--- src/rtl/nand_copy_pkg.sv ---
package nand_copy_pkg;

  localparam int COL_CYCLES = 2;
  localparam int ROW_CYCLES = 3;
  localparam int ROW_W      = 8 * ROW_CYCLES;
  localparam int RIDX_W     = $clog2(ROW_CYCLES);

  // Step numbering of the byte schedule
  localparam int STEP_RD_CONF_I   = 1 + COL_CYCLES + ROW_CYCLES;
  localparam int STEP_PROG_I      = STEP_RD_CONF_I + 1;
  localparam int STEP_PROG_CONF_I = STEP_PROG_I + 1 + COL_CYCLES + ROW_CYCLES;
  localparam int STEP_STATUS_I    = STEP_PROG_CONF_I + 1;
  localparam int STEP_W           = $clog2(STEP_STATUS_I + 1);

  localparam logic [STEP_W-1:0] STEP_RD_CONF   = STEP_W'(STEP_RD_CONF_I);
  localparam logic [STEP_W-1:0] STEP_PROG      = STEP_W'(STEP_PROG_I);
  localparam logic [STEP_W-1:0] STEP_PROG_CONF = STEP_W'(STEP_PROG_CONF_I);
  localparam logic [STEP_W-1:0] STEP_STATUS    = STEP_W'(STEP_STATUS_I);

  localparam logic [7:0] OP_READ    = 8'h00;
  localparam logic [7:0] OP_READ_GO = 8'h35;
  localparam logic [7:0] OP_COPY    = 8'h85;
  localparam logic [7:0] OP_COPY_GO = 8'h10;
  localparam logic [7:0] OP_STATUS  = 8'h70;

  typedef enum logic [1:0] {
    RES_PASS    = 2'd0,
    RES_FAIL    = 2'd1,
    RES_ILLEGAL = 2'd2,
    RES_TIMEOUT = 2'd3
  } result_e;

  typedef enum logic [2:0] {
    S_IDLE, S_WR_LO, S_WR_HI, S_WAIT_BUSY, S_WAIT_READY, S_RD_LO, S_RD_HI, S_DONE
  } state_e;

  typedef struct packed {
    logic accept;
    logic loadLow;
    logic loadHigh;
    logic nextStep;
    logic clearWatch;
    logic tickWatch;
    logic captureStatus;
    logic markIllegal;
    logic markTimeout;
  } strobe_t;

endpackage

--- src/rtl/nand_copy_dp.sv ---
module nand_copy_dp
  import nand_copy_pkg::*;
#(
  parameter int PLANE_BIT = 6,
  parameter int DIE_BIT   = 18,
  parameter bit CHECK_DIE = 1'b1,
  parameter int LOW_CLKS  = 3,
  parameter int HIGH_CLKS = 2,
  parameter int TIMEOUT   = 100000
) (
  input  logic             clk,
  input  logic             rstN,
  input  strobe_t          strobe,
  input  logic [ROW_W-1:0] srcRow,
  input  logic [ROW_W-1:0] dstRow,
  input  logic [7:0]       dataIn,
  input  logic             readyIn,
  output logic [7:0]       outByte,
  output logic             byteIsCmd,
  output logic             busyAfter,
  output logic             readAfter,
  output logic             timerDone,
  output logic             watchExpired,
  output logic             readyQ,
  output logic             illegalPair,
  output result_e          result
);

  localparam int MAXP = (LOW_CLKS > HIGH_CLKS) ? LOW_CLKS : HIGH_CLKS;
  localparam int TW   = $clog2(MAXP + 1);
  localparam int WW   = $clog2(TIMEOUT + 1);

  logic [ROW_W-1:0]  srcQ, dstQ;
  logic [STEP_W-1:0] step;
  logic [TW-1:0]     timerQ;
  logic [WW-1:0]     watchQ;
  logic              readyMeta;
  logic              planeMismatch, dieMismatch;
  logic [STEP_W-1:0] srcRel, dstRel;
  logic              unusedStatusBits;

  assign unusedStatusBits = ^dataIn[7:1];

  // Address pair legality
  assign planeMismatch = srcRow[PLANE_BIT] != dstRow[PLANE_BIT];
  generate
    if (CHECK_DIE) begin : g_dieCheck
      assign dieMismatch = srcRow[DIE_BIT] != dstRow[DIE_BIT];
    end else begin : g_noDieCheck
      assign dieMismatch = 1'b0;
    end
  endgenerate
  assign illegalPair = planeMismatch || dieMismatch;

  // Request latch and byte schedule pointer
  always_ff @(posedge clk or negedge rstN) begin
    if (!rstN) begin
      srcQ <= '0;
      dstQ <= '0;
      step <= '0;
    end else if (strobe.accept) begin
      srcQ <= srcRow;
      dstQ <= dstRow;
      step <= '0;
    end else if (strobe.nextStep && step != STEP_STATUS) begin
      step <= step + 1'b1;
    end
  end

  assign srcRel = step - STEP_W'(1 + COL_CYCLES);
  assign dstRel = step - STEP_W'(STEP_PROG_I + 1 + COL_CYCLES);

  always_comb begin
    outByte   = OP_STATUS;
    byteIsCmd = 1'b1;
    if (step == '0) begin
      outByte = OP_READ;
    end else if (step < STEP_W'(1 + COL_CYCLES)) begin
      outByte   = 8'h00;
      byteIsCmd = 1'b0;
    end else if (step < STEP_RD_CONF) begin
      outByte   = srcQ[8*srcRel[RIDX_W-1:0] +: 8];
      byteIsCmd = 1'b0;
    end else if (step == STEP_RD_CONF) begin
      outByte = OP_READ_GO;
    end else if (step == STEP_PROG) begin
      outByte = OP_COPY;
    end else if (step < STEP_W'(STEP_PROG_I + 1 + COL_CYCLES)) begin
      outByte   = 8'h00;
      byteIsCmd = 1'b0;
    end else if (step < STEP_PROG_CONF) begin
      outByte   = dstQ[8*dstRel[RIDX_W-1:0] +: 8];
      byteIsCmd = 1'b0;
    end else if (step == STEP_PROG_CONF) begin
      outByte = OP_COPY_GO;
    end
  end

  assign busyAfter = (step == STEP_RD_CONF) || (step == STEP_PROG_CONF);
  assign readAfter = (step == STEP_STATUS);

  // Pulse timer
  always_ff @(posedge clk or negedge rstN) begin
    if (!rstN)                timerQ <= '0;
    else if (strobe.loadLow)  timerQ <= TW'(LOW_CLKS - 1);
    else if (strobe.loadHigh) timerQ <= TW'(HIGH_CLKS - 1);
    else if (timerQ != '0)    timerQ <= timerQ - 1'b1;
  end
  assign timerDone = (timerQ == '0);

  // Busy-wait watchdog
  always_ff @(posedge clk or negedge rstN) begin
    if (!rstN)                                           watchQ <= '0;
    else if (strobe.clearWatch)                          watchQ <= '0;
    else if (strobe.tickWatch && watchQ != WW'(TIMEOUT)) watchQ <= watchQ + 1'b1;
  end
  assign watchExpired = (watchQ == WW'(TIMEOUT));

  // Ready/busy synchronizer
  always_ff @(posedge clk or negedge rstN) begin
    if (!rstN) begin
      readyMeta <= 1'b1;
      readyQ    <= 1'b1;
    end else begin
      readyMeta <= readyIn;
      readyQ    <= readyMeta;
    end
  end

  // Outcome register
  always_ff @(posedge clk or negedge rstN) begin
    if (!rstN)                     result <= RES_PASS;
    else if (strobe.markIllegal)   result <= RES_ILLEGAL;
    else if (strobe.markTimeout)   result <= RES_TIMEOUT;
    else if (strobe.captureStatus) result <= dataIn[0] ? RES_FAIL : RES_PASS;
  end

  AST_WATCH_BOUND: assert property (@(posedge clk) disable iff (!rstN)
    strobe.tickWatch |=> watchQ <= WW'(TIMEOUT));

  AST_STEP_ADVANCE: assert property (@(posedge clk) disable iff (!rstN)
    (!strobe.accept && !strobe.nextStep) |=> $stable(step));

endmodule

--- src/rtl/nand_copy_ctrl.sv ---
module nand_copy_ctrl
  import nand_copy_pkg::*;
(
  input  logic    clk,
  input  logic    rstN,
  input  logic    reqValid,
  input  logic    illegalPair,
  input  logic    readyQ,
  input  logic    timerDone,
  input  logic    watchExpired,
  input  logic    busyAfter,
  input  logic    readAfter,
  input  logic    byteIsCmd,
  output strobe_t strobe,
  output logic    reqReady,
  output logic    doneValid,
  output logic    ceN,
  output logic    cle,
  output logic    ale,
  output logic    weN,
  output logic    reN,
  output logic    dataOe
);

  state_e state, nextState;
  logic   writing;

  always_ff @(posedge clk or negedge rstN) begin
    if (!rstN) state <= S_IDLE;
    else       state <= nextState;
  end

  always_comb begin
    nextState = state;
    strobe    = '0;
    unique case (state)
      S_IDLE: begin
        if (reqValid) begin
          if (illegalPair) begin
            strobe.markIllegal = 1'b1;
            nextState          = S_DONE;
          end else begin
            strobe.accept  = 1'b1;
            strobe.loadLow = 1'b1;
            nextState      = S_WR_LO;
          end
        end
      end
      S_WR_LO: begin
        if (timerDone) begin
          strobe.loadHigh = 1'b1;
          nextState       = S_WR_HI;
        end
      end
      S_WR_HI: begin
        if (timerDone) begin
          if (busyAfter) begin
            strobe.clearWatch = 1'b1;
            nextState         = S_WAIT_BUSY;
          end else if (readAfter) begin
            strobe.loadLow = 1'b1;
            nextState      = S_RD_LO;
          end else begin
            strobe.nextStep = 1'b1;
            strobe.loadLow  = 1'b1;
            nextState       = S_WR_LO;
          end
        end
      end
      S_WAIT_BUSY: begin
        if (!readyQ) begin
          strobe.clearWatch = 1'b1;
          nextState         = S_WAIT_READY;
        end else if (watchExpired) begin
          strobe.markTimeout = 1'b1;
          nextState          = S_DONE;
        end else begin
          strobe.tickWatch = 1'b1;
        end
      end
      S_WAIT_READY: begin
        if (readyQ) begin
          strobe.nextStep = 1'b1;
          strobe.loadLow  = 1'b1;
          nextState       = S_WR_LO;
        end else if (watchExpired) begin
          strobe.markTimeout = 1'b1;
          nextState          = S_DONE;
        end else begin
          strobe.tickWatch = 1'b1;
        end
      end
      S_RD_LO: begin
        if (timerDone) begin
          strobe.captureStatus = 1'b1;
          strobe.loadHigh      = 1'b1;
          nextState            = S_RD_HI;
        end
      end
      S_RD_HI: begin
        if (timerDone) nextState = S_DONE;
      end
      S_DONE:  nextState = S_IDLE;
      default: nextState = S_IDLE;
    endcase
  end

  assign writing   = (state == S_WR_LO) || (state == S_WR_HI);
  assign ceN       = (state == S_IDLE) || (state == S_DONE);
  assign weN       = (state != S_WR_LO);
  assign reN       = (state != S_RD_LO);
  assign cle       = writing && byteIsCmd;
  assign ale       = writing && !byteIsCmd;
  assign dataOe    = writing;
  assign reqReady  = (state == S_IDLE);
  assign doneValid = (state == S_DONE);

  AST_DONE_SINGLE: assert property (@(posedge clk) disable iff (!rstN)
    doneValid |=> !doneValid);

  AST_ACCEPT_BUSY: assert property (@(posedge clk) disable iff (!rstN)
    (reqValid && reqReady && !illegalPair) |=> (!reqReady && !ceN));

  AST_WAIT_QUIET: assert property (@(posedge clk) disable iff (!rstN)
    (busyAfter && $fell(cle)) |-> weN && reN);

endmodule

--- src/rtl/nand_copy_seq.sv ---
module nand_copy_seq
  import nand_copy_pkg::*;
#(
  parameter int PLANE_BIT = 6,
  parameter int DIE_BIT   = 18,
  parameter bit CHECK_DIE = 1'b1,
  parameter int LOW_CLKS  = 3,
  parameter int HIGH_CLKS = 2,
  parameter int TIMEOUT   = 100000
) (
  input  logic             clk,
  input  logic             rstN,
  input  logic             reqValid,
  output logic             reqReady,
  input  logic [ROW_W-1:0] srcRow,
  input  logic [ROW_W-1:0] dstRow,
  output logic             doneValid,
  output logic [1:0]       doneStatus,
  output logic             flashCeN,
  output logic             flashCle,
  output logic             flashAle,
  output logic             flashWeN,
  output logic             flashReN,
  output logic [7:0]       flashDataOut,
  input  logic [7:0]       flashDataIn,
  output logic             flashDataOe,
  input  logic             flashReady
);

  strobe_t strobe;
  logic    byteIsCmd, busyAfter, readAfter, timerDone, watchExpired, readyQ, illegalPair;
  result_e result;

  nand_copy_dp #(
    .PLANE_BIT(PLANE_BIT), .DIE_BIT(DIE_BIT), .CHECK_DIE(CHECK_DIE),
    .LOW_CLKS(LOW_CLKS), .HIGH_CLKS(HIGH_CLKS), .TIMEOUT(TIMEOUT)
  ) i_dp (
    .clk(clk), .rstN(rstN), .strobe(strobe), .srcRow(srcRow), .dstRow(dstRow),
    .dataIn(flashDataIn), .readyIn(flashReady), .outByte(flashDataOut),
    .byteIsCmd(byteIsCmd), .busyAfter(busyAfter), .readAfter(readAfter),
    .timerDone(timerDone), .watchExpired(watchExpired), .readyQ(readyQ),
    .illegalPair(illegalPair), .result(result)
  );

  nand_copy_ctrl i_ctrl (
    .clk(clk), .rstN(rstN), .reqValid(reqValid), .illegalPair(illegalPair),
    .readyQ(readyQ), .timerDone(timerDone), .watchExpired(watchExpired),
    .busyAfter(busyAfter), .readAfter(readAfter), .byteIsCmd(byteIsCmd),
    .strobe(strobe), .reqReady(reqReady), .doneValid(doneValid), .ceN(flashCeN),
    .cle(flashCle), .ale(flashAle), .weN(flashWeN), .reN(flashReN), .dataOe(flashDataOe)
  );

  assign doneStatus = result;

  AST_ILLEGAL_SILENT: assert property (@(posedge clk) disable iff (!rstN)
    (reqValid && reqReady && illegalPair) |=> (doneValid && doneStatus == RES_ILLEGAL && flashCeN));

  AST_LATCH_STABLE: assert property (@(posedge clk) disable iff (!rstN)
    !flashWeN |=> (flashWeN || ($stable(flashDataOut) && $stable(flashCle))));

  AST_TIMEOUT_RELEASE: assert property (@(posedge clk) disable iff (!rstN)
    (doneValid && doneStatus == RES_TIMEOUT) |-> flashCeN && flashWeN);

endmodule

--- config.mk ---
export PLATFORM = sky130hd
export DESIGN_NAME = nand_copy_seq
export DESIGN_NICKNAME = d
export VERILOG_FILES = /design/src/rtl/nand_copy_pkg.sv /design/src/rtl/nand_copy_dp.sv /design/src/rtl/nand_copy_ctrl.sv /design/src/rtl/nand_copy_seq.sv
export SDC_FILE = /design/constraint.sdc
export NUM_CORES = 1
export LEC_CHECK = 0
export ABC_AREA = 1
export BUFFER_PORTS_ARGS = -buffer_cell sky130_fd_sc_hd__buf_4
export CORE_MARGIN = 2
export CORE_UTILIZATION = 35
export CTS_CLUSTER_SIZE = 25
export DETAILED_ROUTE_END_ITERATION = 8
export PLACE_DENSITY_LB_ADDON = 0.08
export SLEW_MARGIN = 15
export SYNTH_ARGS = -nofsm -noshare
export SYNTH_HDL_FRONTEND = slang
export SYNTH_SLANG_ARGS = --single-unit
--- constraint.sdc ---
create_clock -name clk -period 3.3 [get_ports clk]
set_input_delay 0.33 -clock clk [delete_from_list [all_inputs] [get_ports clk]]
set_output_delay 0.33 -clock clk [all_outputs]
set_load 0.005 [all_outputs]
---- Word-level counts from Yosys, hierarchy flattened ----
Index checks and enable logic that the tools add are counted.
word-level totals
  bits of input ports ..................... 60
  output and inout bits ................... 18
  logic and storage cells ................. 128
  register bits ........................... 78
cells by class
  reduce and logical (&&, ||, !) cells .... 19
  add/subtract/negate cells ............... 5
  mux-type cells .......................... 66
  shift-type cells ........................ 2
  magnitude comparators ................... 4
  equality and inequality tests ........... 23
operators by type and width
  operator                 count
  $mux W8                  7
  $shiftx A24 B6 Y8        2
  $mux W17                 2
  $mux W3                  11
  $mux W1                  28
  $pmux W3 S8              1
  $mux W2                  9
  $add A17 B1 Y17 const B  1
  $eq A17 B17 Y1 const B   1
  $ne A17 B17 Y1 const B   1
  $eq A3 B3 Y1 const B     4
  $eq A4 B3 Y1 const B     2
  $eq A4 B4 Y1 const B     2
  $lt A4 B4 Y1 const B     2
  $mux W4                  2
  $ne A2 B1 Y1 const B     4
  $pmux W1 S2              4
  $mux W7                  1
  $eq A3 B2 Y1 const B     2
  $reduce_bool A2 Y1       3
  $reduce_bool A3 Y1       2
  $reduce_and A5 Y1        1
  $add A4 B1 Y4 const B    1
  $logic_and A1 B1 Y1      4
  other kinds (17)         22

---- Logic depth before layout (Yosys ltp) ----
  word-level depth ........................ 10
  gate-level depth with buffers ........... 12
  gate-level depth less buffers ........... 10

---- Modules after synthesis ----
From an unflattened synthesis, not the netlist that was laid out.
second synthesis, totals
  cells, all modules ...................... 638
  area total of the unflattened synthesis .. 4544.4 um2
by module, submodules not included
  module          area each (um2)  instances  cells an instance  sequential area each (um2)
  nand_copy_dp    4105.2           1          561                1879.3
  nand_copy_ctrl  439.2            1          77                 75.1

---- Worst setup path after synthesis ----
Ideal clock, no wire load.
  kind .................................... register -> output
  start ................................... register i_dp.step[0]
  end ..................................... output port flashDataOut[5]
  path buffers ............................ 2
  data arrival time ....................... 1981 ps
  data required time ...................... 2970 ps
  cell stages (with the launch flop) ...... 11
  path slack .............................. 989 ps
  cells stage by stage .................... dfrtp_1 -> clkinv_1 -> clkbuf_1 -> ha_1 -> clkbuf_1 -> nand2_1 -> inv_1 -> a21oi_1 -> o21ai_0 -> nand2_1 -> a31oi_1
on the way
  longest elaborated chain between the ends .. 9
ends and longest elaborated chain
  what                                           RTL line                                source
  from (decl)                                    nand_copy_dp.sv:34                      logic [STEP_W-1:0] step;
  from (signal assigned)                         nand_copy_dp.sv:66                      step <= step + 1'b1;
  $sub A2 B2 Y2 or $eq A4 B4 Y1 (tied branches)  nand_copy_dp.sv:71, nand_copy_dp.sv:94
  $shiftx A24 B6 Y8 or $mux W7 (tied branches)   nand_copy_dp.sv:92, nand_copy_dp.sv:94
  $mux W8                                        nand_copy_dp.sv:91                      end else if (step < STEP_PROG_CONF) begin
  $mux W8                                        nand_copy_dp.sv:88                      end else if (step < STEP_W'(STEP_PROG_I + 1 + COL_CYCLES)) begin
  $mux W8                                        nand_copy_dp.sv:86                      end else if (step == STEP_PROG) begin
  $mux W8                                        nand_copy_dp.sv:84                      end else if (step == STEP_RD_CONF) begin
  $mux W8                                        nand_copy_dp.sv:81                      end else if (step < STEP_RD_CONF) begin
  $mux W8                                        nand_copy_dp.sv:78                      end else if (step < STEP_W'(1 + COL_CYCLES)) begin
  $mux W8 *                                      nand_copy_dp.sv:76                      if (step == '0) begin
  to (decl)                                      nand_copy_seq.sv:24                     output logic [7:0] flashDataOut,
Every way passes the cells marked *; elsewhere a longest branch is shown, timed or not.

---- Worst setup path after layout ----
  start ................................... register i_dp.step[1]
  end ..................................... output port flashDataOut[5]
Same word-level chain as after synthesis.

==> run_results.csv <==
group,metric,value,unit
critical_path,timing.rr.end,"i_dp.watchQ[3]$_DFFE_PN0P_",
grt,grt_first_pass_wirelength,20400,µm
clocking,clk_latency,0.34,ns
logic_synthesis,edff_count_synth,0,
critical_path,critical_path_start_end_classification,"reg2out",
grt,maximum_number_of_pins_on_one_net_before_global_route_repair,78,
logic_synthesis,netlist.area_leader.share,41.8,%
critical_path,worst_setup_path_startpoint,"i_dp.step[1]$_DFFE_PN0P_",
sta,final-max-slew-violation-count,0,
sta,rsz0062_at_grt,"no",
power_and_ir_drop,share_seq_of_total_power,34.2,%
logic_synthesis,post_synthesis_mean_instance_area,6.87,µm²
clocking,number_of_hold_repair_buffers_added_at_the_cts_stage,0,
sta,finalHoldViolations,0,
clocking,clock_tree.htree_level_count,3,
critical_path,crit_reg_reg_startpoint,"i_dp.step[0]$_DFFE_PN0P_",
sta,finalSetupViolCount,0,
placement,place_congestion,0.866,
sta,finalCriticalPeriod,2.59,ns
sta,total_negative_setup_slack,0,ns
power_and_ir_drop,power.switching,1.87,mW
finish,final-seq-area,0.00195,mm²
critical_path,worst_setup_path_endpoint,"flashDataOut[5]",
floorplanning,io_pins,78,
route,detail_route.vias_per_cell,4.80,
finish,layout-area-overhead-vs-synth,21.8,%
critical_path,crit_arrival,2.26,ns
floorplanning,chipHeight,118,µm
logic_synthesis,synthesis.yosys.warnings,0,
grt,first_global_vias,4245,
route,drt_pass1_iterations,4,
logic_synthesis,ys_async_sr_fraction,100,%
power_and_ir_drop,switching_power_share_of_the_total,40.0,%
critical_path,register_to_register_setup_slack,1.15,ns
placement,place_hpwl,8580,µm
finish,drive_above_1_share,14.9,%
finish,finalNetCount,796,
finish,layout.filler_cells,1371,
logic_synthesis,synth.cell_area,0.00455,mm²
power_and_ir_drop,cellLeakagePower,2.98,nW
floorplanning,fp.coreArea,0.0127,mm²
grt,global_route.overflow_total,0,
logic_synthesis,ys_seq_area_share,42.9,%
logic_synthesis,synth.largest_area_cell,"dfrtp_1",
sta,tightest_slew,1.01,ns
logic_synthesis,yosys_register_bits,78,
clocking,clock-root-buffer,"clkbuf_16",
clocking,cts_tree,"built",
finish,antenna_cells,0,
sta,max_freq,387,MHz
critical_path,nature_of_the_critical_path_startpoint,"register",
sta,min_period_over_period,78.4,%
clocking,number_of_gates_given_a_new_drive_strength_after_cts,0,
clocking,cts_setup_buffers,0,
route,drt_iter0_drc,248,
power_and_ir_drop,power_density,842,mW/mm²
route,drc,0,
floorplanning,horiz_die_dim,118,µm
run,max-cap-violations,0,
logic_synthesis,most_common_cell_in_the_synthesized_netlist,"nand2_1",
power_and_ir_drop,power_report.internal_total,2.80,mW
clocking,cts-buffers-inserted,9,
sta,hold_ws,0.0977,ns
grt,grt_usage,18.1,%
clocking,clk_path_buf_depth,2,
route,routed-via-count,4353,
logic_synthesis,syn_inst,663,
placement,port-buffer-count,70,
logic_synthesis,syn_nets,730,
floorplanning,die_area,0.0139,mm²
power_and_ir_drop,worst_ir_drop_vdd,0.000352,V
clocking,clk_pin_slew,0.06,ns
critical_path,ff2ff_path_depth,9,
critical_path,cp-end-kind,"primary output",
sta,timing.clock.skew,0.00669,ns
logic_synthesis,yosys.cell_types.count,33,
power_and_ir_drop,combinationalPowerShare,42.2,%
floorplanning,rows,41,
route,routed_wire_length_per_instance,13.3,µm
power_and_ir_drop,pwr-share-clk,23.6,%
critical_path,timing.critical_path.required,2.97,ns
logic_synthesis,synthFlopType,"dfrtp_1",
grt,number_of_antenna_violations_at_the_first_check_in_global_routing,0,
finish,multiInputGateArea,0.00224,mm²
route,ant_nets,0,
route,postRouteWirelength,12000,µm
run_status,outcome,"finished, final reports clean",
logic_synthesis,ys_top_cells_by_area,"dfrtp_1, nand2_1, nor2_1",
critical_path,critPathMaxFanout,10,
floorplanning,initial_core_util,35.9,%
clocking,clock-sinks,78,
logic_synthesis,synth_commonest_cells,"nand2_1, nor2_1, dfrtp_1",
sta,slew_headroom,32.6,%
hold_path,worst_hold_path_type,"in2reg",
power groups by stage:
stage / Clock, mW / Sequential (mW) / Combinational [mW]
2_1_floorplan: 0 / 1.54 / 1.37
3_3_place_gp: 0 / 1.61 / 1.97
3_5_place_dp: 0 / 1.61 / 1.99
4_1_cts: 1.14 / 1.60 / 2.00
5_1_grt: 1.18 / 1.64 / 2.27
6_report: 1.10 / 1.60 / 1.97
state kept, by name, indices dropped and copies added (netlist names):
name,cells
i_dp.step,4
i_dp.readyMeta,1
i_dp.watchQ,17
i_dp.dstQ,24
i_ctrl.state,3
i_dp.srcQ,24
i_dp.readyQ,1
i_dp.timerQ,2
i_dp.result,2
cells by family after synthesis:
group / share of synthesized area, %
fa+ha+maj: 1.92
compound gates: 8.49
xor+xnor: 0.961
flops: 42.9
buf+inv: 7.91
simple gates: 37.8
per-stage QoR:
| stage | total power [mW] | area (µm²) | util, % | instances | worst slack [ns] |
|---|---|---|---|---|---|
| after floorplan | 2.90 | 4550 | - | 663 | 0.989 |
| final | 4.67 | 5550 | 43.8 | 906 | 0.713 |
| after CTS | 4.74 | 5550 | 43.8 | 906 | 0.673 |
| after detailed placement | 3.60 | 5220 | 41.2 | 890 | 1.05 |
| after global placement | 3.58 | 5220 | 41.2 | 890 | 1.09 |
| after global routing | 5.09 | 5550 | 43.8 | 906 | 0.477 |
layout make-up:
type | count | area share (%)
Multi-Input combinational cell | 501 | 40.4
Sequential cell | 78 | 35.2
Timing Repair Buffer | 75 | 10.1
Clock buffer | 11 | 4.55
Inverter | 64 | 4.37
Tap cell | 172 | 3.88
Clock inverter | 5 | 1.47
worst min path at each step:
stage                              from                           to  slack [ns]  cells past startpoint
6_report                     flashReady     i_dp.readyMeta$_DFF_PN1_         0.1                      1
5_1_grt                      flashReady     i_dp.readyMeta$_DFF_PN1_        0.08                      1
4_1_cts                      flashReady     i_dp.readyMeta$_DFF_PN1_        0.09                      1
3_5_place_dp   i_dp.readyMeta$_DFF_PN1_        i_dp.readyQ$_DFF_PN1_        0.35                      0
3_3_place_gp   i_dp.readyMeta$_DFF_PN1_        i_dp.readyQ$_DFF_PN1_        0.35                      0
2_1_floorplan                      rstN  i_ctrl.state[0]$_DFFE_PN0P_        0.03                      0
layout by cell type (no fill, tap or decap), drive strengths merged, types with 11 or more instances in the layout:
master	n
a21oi	20
buf	75
clkbuf	11
dfrtp	76
inv	63
nand2	282
nand3	32
nand4	21
nor2	83
o21ai	32
metal layers:
metal / track usage (%) / part of all wire (%) / vias up
li1: - / - / 2219
met1: 24.9 / 49 / 2023
met2: 28.2 / 45 / 96
met3: 2.76 / 3.2 / 15
met4: 7.83 / 2.3 / 0
met5: 0 / 0 / -
worst max-delay path, stage by stage, from the launching register on:
cell,delay [ns]
dfrtp_1,0.35
inv_1,0.10
ha_1,0.51
nand2_1,0.08
inv_1,0.21
a21oi_1,0.10
o21ai_0,0.10
nand2_1,0.09
a31oi_1,0.22
buf_4,0.15
No activity file was read; power rests on OpenSTA's default activity.
